--- src/rtl/tflag_pkg.sv ---
package tflag_pkg;
   localparam int REG_W   = 8;
   localparam int NUM_TMR = 3;

   localparam int BIT_OVF0  = 0;
   localparam int BIT_RSVD  = 1;
   localparam int BIT_OVF1  = 2;
   localparam int BIT_CMP1B = 3;
   localparam int BIT_CMP1A = 4;
   localparam int BIT_CAP1  = 5;
   localparam int BIT_OVF2  = 6;
   localparam int BIT_CMP2  = 7;

   // bits that hold a real flag
   localparam logic [REG_W-1:0] IMPL_MASK = 8'b1111_1101;
   // bits whose set event comes straight from src_evt
   localparam logic [REG_W-1:0] DIRECT_MASK = 8'b1011_1000;
   // bits that own a request line
   localparam logic [REG_W-1:0] REQ_MASK = 8'b1101_1101;

   function automatic int ovf_bit(input int tmr);
      case (tmr)
         0:       return BIT_OVF0;
         1:       return BIT_OVF1;
         default: return BIT_OVF2;
      endcase
   endfunction
endpackage

--- src/rtl/tflag_ovf_sel.sv ---
module tflag_ovf_sel #(
   parameter bit UPDOWN_OK = 1'b1
) (
   input  logic wrap_evt,
   input  logic turn_evt,
   input  logic updown,
   output logic ovf_evt
);
   generate
      if (UPDOWN_OK) begin : g_dual
         assign ovf_evt = updown ? turn_evt : wrap_evt;
      end else begin : g_wrap_only
         logic unused_sel;
         assign unused_sel = turn_evt ^ updown;
         assign ovf_evt    = wrap_evt;
      end
   endgenerate
endmodule

--- src/rtl/tflag_cell.sv ---
module tflag_cell (
   input  logic clk,
   input  logic rst_n,
   input  logic set_evt,
   input  logic wr_clr,
   input  logic ack_clr,
   output logic flag
);
   always_ff @(posedge clk or negedge rst_n) begin
      if (!rst_n)                flag <= 1'b0;
      else if (set_evt)          flag <= 1'b1;
      else if (wr_clr | ack_clr) flag <= 1'b0;
   end

   AST_SET_WINS: assert property (@(posedge clk) disable iff (!rst_n)
      set_evt |=> flag);
   AST_W1C_CLEARS: assert property (@(posedge clk) disable iff (!rst_n)
      (wr_clr && !set_evt) |=> !flag);
   AST_ACK_CLEARS: assert property (@(posedge clk) disable iff (!rst_n)
      (ack_clr && !set_evt) |=> !flag);
   AST_HOLD_IDLE: assert property (@(posedge clk) disable iff (!rst_n)
      (!set_evt && !wr_clr && !ack_clr) |=> $stable(flag));
endmodule

--- src/rtl/tflag_bus.sv ---
module tflag_bus
   import tflag_pkg::*;
#(
   parameter int ADDR_W = 6,
   parameter logic [ADDR_W-1:0] REG_ADDR = 6'h38
) (
   input  logic [ADDR_W-1:0] bus_addr,
   input  logic              bus_we,
   input  logic [REG_W-1:0]  bus_wdata,
   input  logic [REG_W-1:0]  flags,
   output logic [REG_W-1:0]  wr_clr,
   output logic [REG_W-1:0]  bus_rdata
);
   logic hit;
   assign hit = (bus_addr == REG_ADDR);

   always_comb begin
      wr_clr    = '0;
      bus_rdata = '0;
      if (hit) begin
         bus_rdata = flags & IMPL_MASK;
         if (bus_we) wr_clr = bus_wdata & IMPL_MASK;
      end
   end

   always_comb begin
      if (!hit) AST_FOREIGN_QUIET: assert (bus_rdata == '0 && wr_clr == '0);
   end
endmodule

--- src/rtl/tflag_irq.sv ---
module tflag_irq
   import tflag_pkg::*;
(
   input  logic [REG_W-1:0] flags,
   input  logic [REG_W-1:0] irq_en,
   input  logic             global_ie,
   output logic [REG_W-1:0] irq_req
);
   always_comb begin
      irq_req = '0;
      for (int b = 0; b < REG_W; b++) begin
         if (REQ_MASK[b]) irq_req[b] = global_ie & irq_en[b] & flags[b];
      end
   end
endmodule

--- src/rtl/tflag_reg.sv ---
module tflag_reg
   import tflag_pkg::*;
#(
   parameter int ADDR_W = 6,
   parameter logic [ADDR_W-1:0] REG_ADDR = 6'h38,
   parameter logic [NUM_TMR-1:0] UPDOWN_MASK = 3'b110
) (
   input  logic               clk,
   input  logic               rst_n,
   input  logic [ADDR_W-1:0]  bus_addr,
   input  logic               bus_we,
   input  logic [REG_W-1:0]   bus_wdata,
   output logic [REG_W-1:0]   bus_rdata,
   input  logic [REG_W-1:0]   src_evt,
   input  logic [NUM_TMR-1:0] tmr_wrap,
   input  logic [NUM_TMR-1:0] tmr_turn,
   input  logic [NUM_TMR-1:0] tmr_updown,
   input  logic [REG_W-1:0]   ack,
   input  logic [REG_W-1:0]   irq_en,
   input  logic               global_ie,
   output logic [REG_W-1:0]   irq_req
);
   localparam int ADDR_SPAN = 1 << ADDR_W;

   generate
      if (ADDR_W < 1 || ADDR_W > 16) begin : g_bad_addr_w
         $error("tflag_reg: ADDR_W out of range");
      end
      if (int'(REG_ADDR) >= ADDR_SPAN) begin : g_bad_addr
         $error("tflag_reg: REG_ADDR beyond address space");
      end
   endgenerate

   logic [NUM_TMR-1:0] ovf_evt;
   logic [REG_W-1:0]   set_vec;
   logic [REG_W-1:0]   wr_clr;
   logic [REG_W-1:0]   flags;

   genvar k;
   generate
      for (k = 0; k < NUM_TMR; k++) begin : g_tmr
         tflag_ovf_sel #(.UPDOWN_OK(UPDOWN_MASK[k])) u_sel (
            .wrap_evt (tmr_wrap[k]),
            .turn_evt (tmr_turn[k]),
            .updown   (tmr_updown[k]),
            .ovf_evt  (ovf_evt[k])
         );
      end
   endgenerate

   always_comb begin
      set_vec = src_evt & DIRECT_MASK;
      for (int t = 0; t < NUM_TMR; t++) set_vec[ovf_bit(t)] = ovf_evt[t];
   end

   genvar b;
   generate
      for (b = 0; b < REG_W; b++) begin : g_bit
         if (IMPL_MASK[b]) begin : g_flag
            tflag_cell u_cell (
               .clk     (clk),
               .rst_n   (rst_n),
               .set_evt (set_vec[b]),
               .wr_clr  (wr_clr[b]),
               .ack_clr (ack[b]),
               .flag    (flags[b])
            );
         end else begin : g_rsvd
            assign flags[b] = 1'b0;
         end
      end
   endgenerate

   logic unused_rsvd;
   assign unused_rsvd = ^{set_vec[BIT_RSVD], wr_clr[BIT_RSVD], ack[BIT_RSVD]};

   tflag_bus #(.ADDR_W(ADDR_W), .REG_ADDR(REG_ADDR)) u_bus (
      .bus_addr  (bus_addr),
      .bus_we    (bus_we),
      .bus_wdata (bus_wdata),
      .flags     (flags),
      .wr_clr    (wr_clr),
      .bus_rdata (bus_rdata)
   );

   tflag_irq u_irq (
      .flags     (flags),
      .irq_en    (irq_en),
      .global_ie (global_ie),
      .irq_req   (irq_req)
   );

   AST_IRQ_NEEDS_GIE: assert property (@(posedge clk) disable iff (!rst_n)
      (irq_req != '0) |-> global_ie);
   AST_NO_CAPTURE_REQ: assert property (@(posedge clk) disable iff (!rst_n)
      src_evt[BIT_CAP1] |=> !irq_req[BIT_CAP1]);
   AST_RSVD_READS_ZERO: assert property (@(posedge clk) disable iff (!rst_n)
      (bus_we && bus_wdata[BIT_RSVD]) |=> !bus_rdata[BIT_RSVD]);
endmodule

--- config.mk ---
export PLATFORM = sky130hd
export DESIGN_NAME = tflag_reg
export DESIGN_NICKNAME = d
export VERILOG_FILES = /design/src/rtl/tflag_pkg.sv /design/src/rtl/tflag_ovf_sel.sv /design/src/rtl/tflag_cell.sv /design/src/rtl/tflag_bus.sv /design/src/rtl/tflag_irq.sv /design/src/rtl/tflag_reg.sv
export SDC_FILE = /design/constraint.sdc
export NUM_CORES = 1
export LEC_CHECK = 0
export BUFFER_PORTS_ARGS = -buffer_cell sky130_fd_sc_hd__buf_2
export CELL_PAD_IN_SITES_DETAIL_PLACEMENT = 1
export CELL_PAD_IN_SITES_GLOBAL_PLACEMENT = 1
export CORE_ASPECT_RATIO = 0.75
export CORE_MARGIN = 1
export CORE_UTILIZATION = 19
export CTS_CLUSTER_SIZE = 16
export DETAILED_ROUTE_END_ITERATION = 10
export PLACE_DENSITY_LB_ADDON = 0.1
export SYNTH_ARGS = -nofsm -noshare
export SYNTH_HDL_FRONTEND = slang
export SYNTH_SLANG_ARGS = --single-unit
--- constraint.sdc ---
create_clock -name clk -period 3.6 [get_ports clk]
set_clock_uncertainty 0.15 [all_clocks]
set_input_delay 0.18 -clock clk [delete_from_list [all_inputs] [get_ports clk]]
set_output_delay 0.18 -clock clk [all_outputs]
set_load 0.02 [all_outputs]
== Word-level counts from Yosys, hierarchy flattened ==
Cells that the tools add are included.

* Bits in registers: 7
* Input port bits: 51
* Output and inout port bits: 16
* Logic and storage cells: 53

* Eq/ne operators: 1
* Multiplexer cells: 19
* Bitwise operators: 19
* Reductions and logical operators: 7

{| class="wikitable"
|+ Operators by type and width
! kind !! number
|-
| 2-to-1 mux 8 bit || 3
|-
| 2-to-1 mux 1 bit || 16
|-
| nonzero test 2 bit || 7
|-
| AND 1 bit || 12
|-
| OR 1 bit || 7
|-
| equality test 6 bit, second input constant || 1
|}

== Logic depth before layout (Yosys ltp) ==
* Depth in word-level cells: 5
* Mapped depth: 4
* Gate-level depth less buffers: 3

== Hierarchy ==
A second synthesis with hierarchy kept.

* Cells, all modules: 55
* Area total of the unflattened synthesis: 506.7 um2

{| class="wikitable"
|+ By module, submodules not included
! module !! times used !! cells an instance !! area an instance (um2) !! sequential area each (um2)
|-
| tflag_cell || 7 || 3 || 36.3 || 25.0
|-
| tflag_bus || 1 || 21 || 155.1 || 0.0
|-
| tflag_irq || 1 || 9 || 56.3 || 0.0
|-
| tflag_ovf_sel (g_tmr[1].u_sel ...) || 2 || 1 || 15.0 || 0.0
|-
| tflag_ovf_sel (g_tmr[0].u_sel) || 1 || 1 || 7.5 || 0.0
|-
| tflag_reg || 1 || 1 || 3.8 || 0.0
|}

== Worst setup path after synthesis ==
No wires, ideal clock.

* Path type: input to output
* Start: in bus_addr[2]
* End: out bus_rdata[2]
* Arrival: 1350 ps
* Data required time: 3270 ps
* Path slack: 1920 ps
* Cell stages on the path: 3
* Path buffers: 1
* Cells stage by stage: or4b_1 buf_2 nor3_1

* Word-level cells in the longest chain between the ends: 2

{| class="wikitable"
|+ RTL lines
! item !! line !! source
|-
| start: declaration || tflag_reg.sv:10 || <nowiki>input logic [ADDR_W-1:0] bus_addr,</nowiki>
|-
| equality test 6 bit || tflag_bus.sv:15 || <nowiki>assign hit = (bus_addr == REG_ADDR);</nowiki>
|-
| 2-to-1 mux 8 bit || tflag_bus.sv:20 || <nowiki>if (hit) begin</nowiki>
|-
| end: declaration || tflag_reg.sv:13 || <nowiki>output logic [REG_W-1:0] bus_rdata,</nowiki>
|}

Every way passes these cells.

== Worst setup path after layout ==
* Start: in bus_addr[2]
* End: out bus_rdata[3]

Same word-level chain as after synthesis.

==> metrics <==
Avg Cell Area, Syn 7.99 µm²; CTS Buffer Depth 2; number of I/O port buffers 53; final setup vio count 0; Largest regs g_bit.g_flag.u_cell.flag (7); Achievable Freq 542 MHz; routed wire length 1660 µm; status complete, no violations; final hold vios 0; hold crit path type input port to flop; Worst path top cell family by delay simple AND/OR/NAND/NOR gates; synth cell count leaders inv_1 (13), dfrtp_1 (7), and3_1 (6); P&R area growth vs syn 82.2%; synth warn 0; clk_lat worst skew 0.25 ns; FF+latch area 175 µm²; pin count of the biggest net entering global routing 8; EDFF count, synth 0; postcts setup bufs 0; placed insts 145; drt first pass iters 4; max cap viols 0; critical path required time 3.27 ns; Main synth FF type dfrtp_1; Final TNS setup 0 ns; RSZ-0062 raised after global routing no; CP Max Fanout 6; routability cong. 0.666; TritonCTS Buffers 3; count leader, synth inv_1; Final period util 0.513; leakage power 0.528 nW; Arr. time, crit path 1.52 ns; CP Buf/Inv Count 2; CTS root buf clkbuf_4; post-route minimum period 1.85 ns; crit path max-delay cell type or4b_1; vias in the first global route 618; largest area contributor in the netlist dfrtp_1; Tot GR Track Use 0.134; critical path's largest stage delay 0.67 ns; PD cells 253 mW/mm²; Yosys cell types 16; top cells by area, synth dfrtp_1 (37%), inv_1 (10%), and3_1 (7.8%); area share of the largest cell type after synthesis 0.366; Chip Width 60.0 µm; Slew Limit Fails 0; Seq cells post-synth 7; DRT antenna net count 0; clock sinks 7; core area 0.00235 mm²; dpl ws 1.71 ns; initial antenna violation count 0; DRC viols 0; Netlist Area Pre-Place 479 µm²; Die Area 0.00273 mm²; nets 175; Std-Cell Rows 15; number of flip-flops in the largest register 7; critical path class input port to output port; multi-input logic area 235 µm²; fin cells 157; Remaining Overflow, GRT 0; worst-path cell chain buf_2 -> or4b_1 -> nor2_2 -> and2_1 -> buf_2; startpoint types input port; Cells after Synth 60; DR iter-0 viols 1; Layout fillers 302; share of layout cells above drive strength 1 0.472; routed len/inst 10.6 µm; post-cts repair resize count 0; first-pass GRT wire length 2550 µm; hold_buf cts 8; H-tree lvl count 1; Largest Register g_bit.g_flag.u_cell.flag; number of vias in the routed layout 647; Die H 45.5 µm; asr flop ratio synth 1.00; n_diodes 0; sequential area share after synthesis 0.366; Vias per Instance 4.12; most used cell, CP buf_2; Reg clk slew, reported paths 0.05 ns; Starting Density 0.204; crit end category output port; IO Pins 67; HPWL after DPL 1400 µm; CTS tree built; Final WS setup 1.75 ns; VDD IR max 0.113 mV
cell usage in the layout (no fill, tap or decap), drive strengths merged, types with 3 or more instances in the layout:
cell	instances
a21oi	5
a31oi	5
and2	5
and3	6
buf	53
clkbuf	4
conb	3
dfrtp	7
dlygate4sd3	8
inv	13
nand2	3
nor3	5
worst paths after layout:
check                      slack (ns)  cells past startpoint                          end                         from
setup reg to reg                 2.66                      2  g_bit[6].g_flag.u_cell.flag  g_bit[6].g_flag.u_cell.flag
hold / removal                   0.02                      3  g_bit[2].g_flag.u_cell.flag                  tmr_wrap[1]
min in group asynchronous        0.14                      2  g_bit[0].g_flag.u_cell.flag                        rst_n
setup / recovery                 1.75                      5                 bus_rdata[3]                  bus_addr[2]
max in group asynchronous        2.99                      2  g_bit[4].g_flag.u_cell.flag                        rst_n
hold reg to reg                  0.41                      2  g_bit[2].g_flag.u_cell.flag  g_bit[2].g_flag.u_cell.flag
power by group:
group          leakage, nW  switching (mW)  internal, mW
sequential          0.0754         0.00375        0.0847
combinational        0.438          0.0286        0.0319
clock               0.0150          0.0297        0.0423
total                0.528          0.0621         0.159
worst register-to-register path, stage by stage (launching register included):
cell     delay, ns
dfrtp_1       0.35
inv_1         0.06
o31ai_1       0.28
layout make-up:
cell class / count / share of cell area
Clock buffer: 4 / 0.0301
Sequential cell: 7 / 0.201
Tap cell: 34 / 0.0487
Inverter: 13 / 0.0559
Multi-Input combinational cell: 38 / 0.269
Timing Repair Buffer: 61 / 0.395
logic make-up (layout without fill, tap and decap cells):
kind of cell / count (synthesis) / in the layout / synth area share
mux: 2 / 2 / 0.0418
flops: 7 / 7 / 0.366
other cells: 1 / 3 / 0.00783
compound gates: 12 / 12 / 0.149
buf+inv: 17 / 78 / 0.159
simple gates: 21 / 21 / 0.277
per-layer routing:
layer / share of wire / global-route usage / up-vias / wire (µm)
met1: 0.34 / 0.131 / 297 / 570
met2: 0.56 / 0.260 / 28 / 932
met4: 0.0072 / 0.0279 / 0 / 12
li1: - / - / 320 / -
met3: 0.087 / 0.0597 / 2 / 144
met5: 0 / 0 / - / 0
metrics by stage:
stage               hold WS, ns  utilization  total power [mW]  area [µm²]
finish                   0.0205        0.372             0.221         873
global route             0.0167        0.372             0.236         873
CTS                      0.0157        0.372             0.225         873
detailed placement       -0.122        0.327             0.145         767
global placement         -0.122        0.327             0.142         767
floorplan                -0.266            -             0.115         487
No activity file was read; power rests on OpenSTA's default activity.
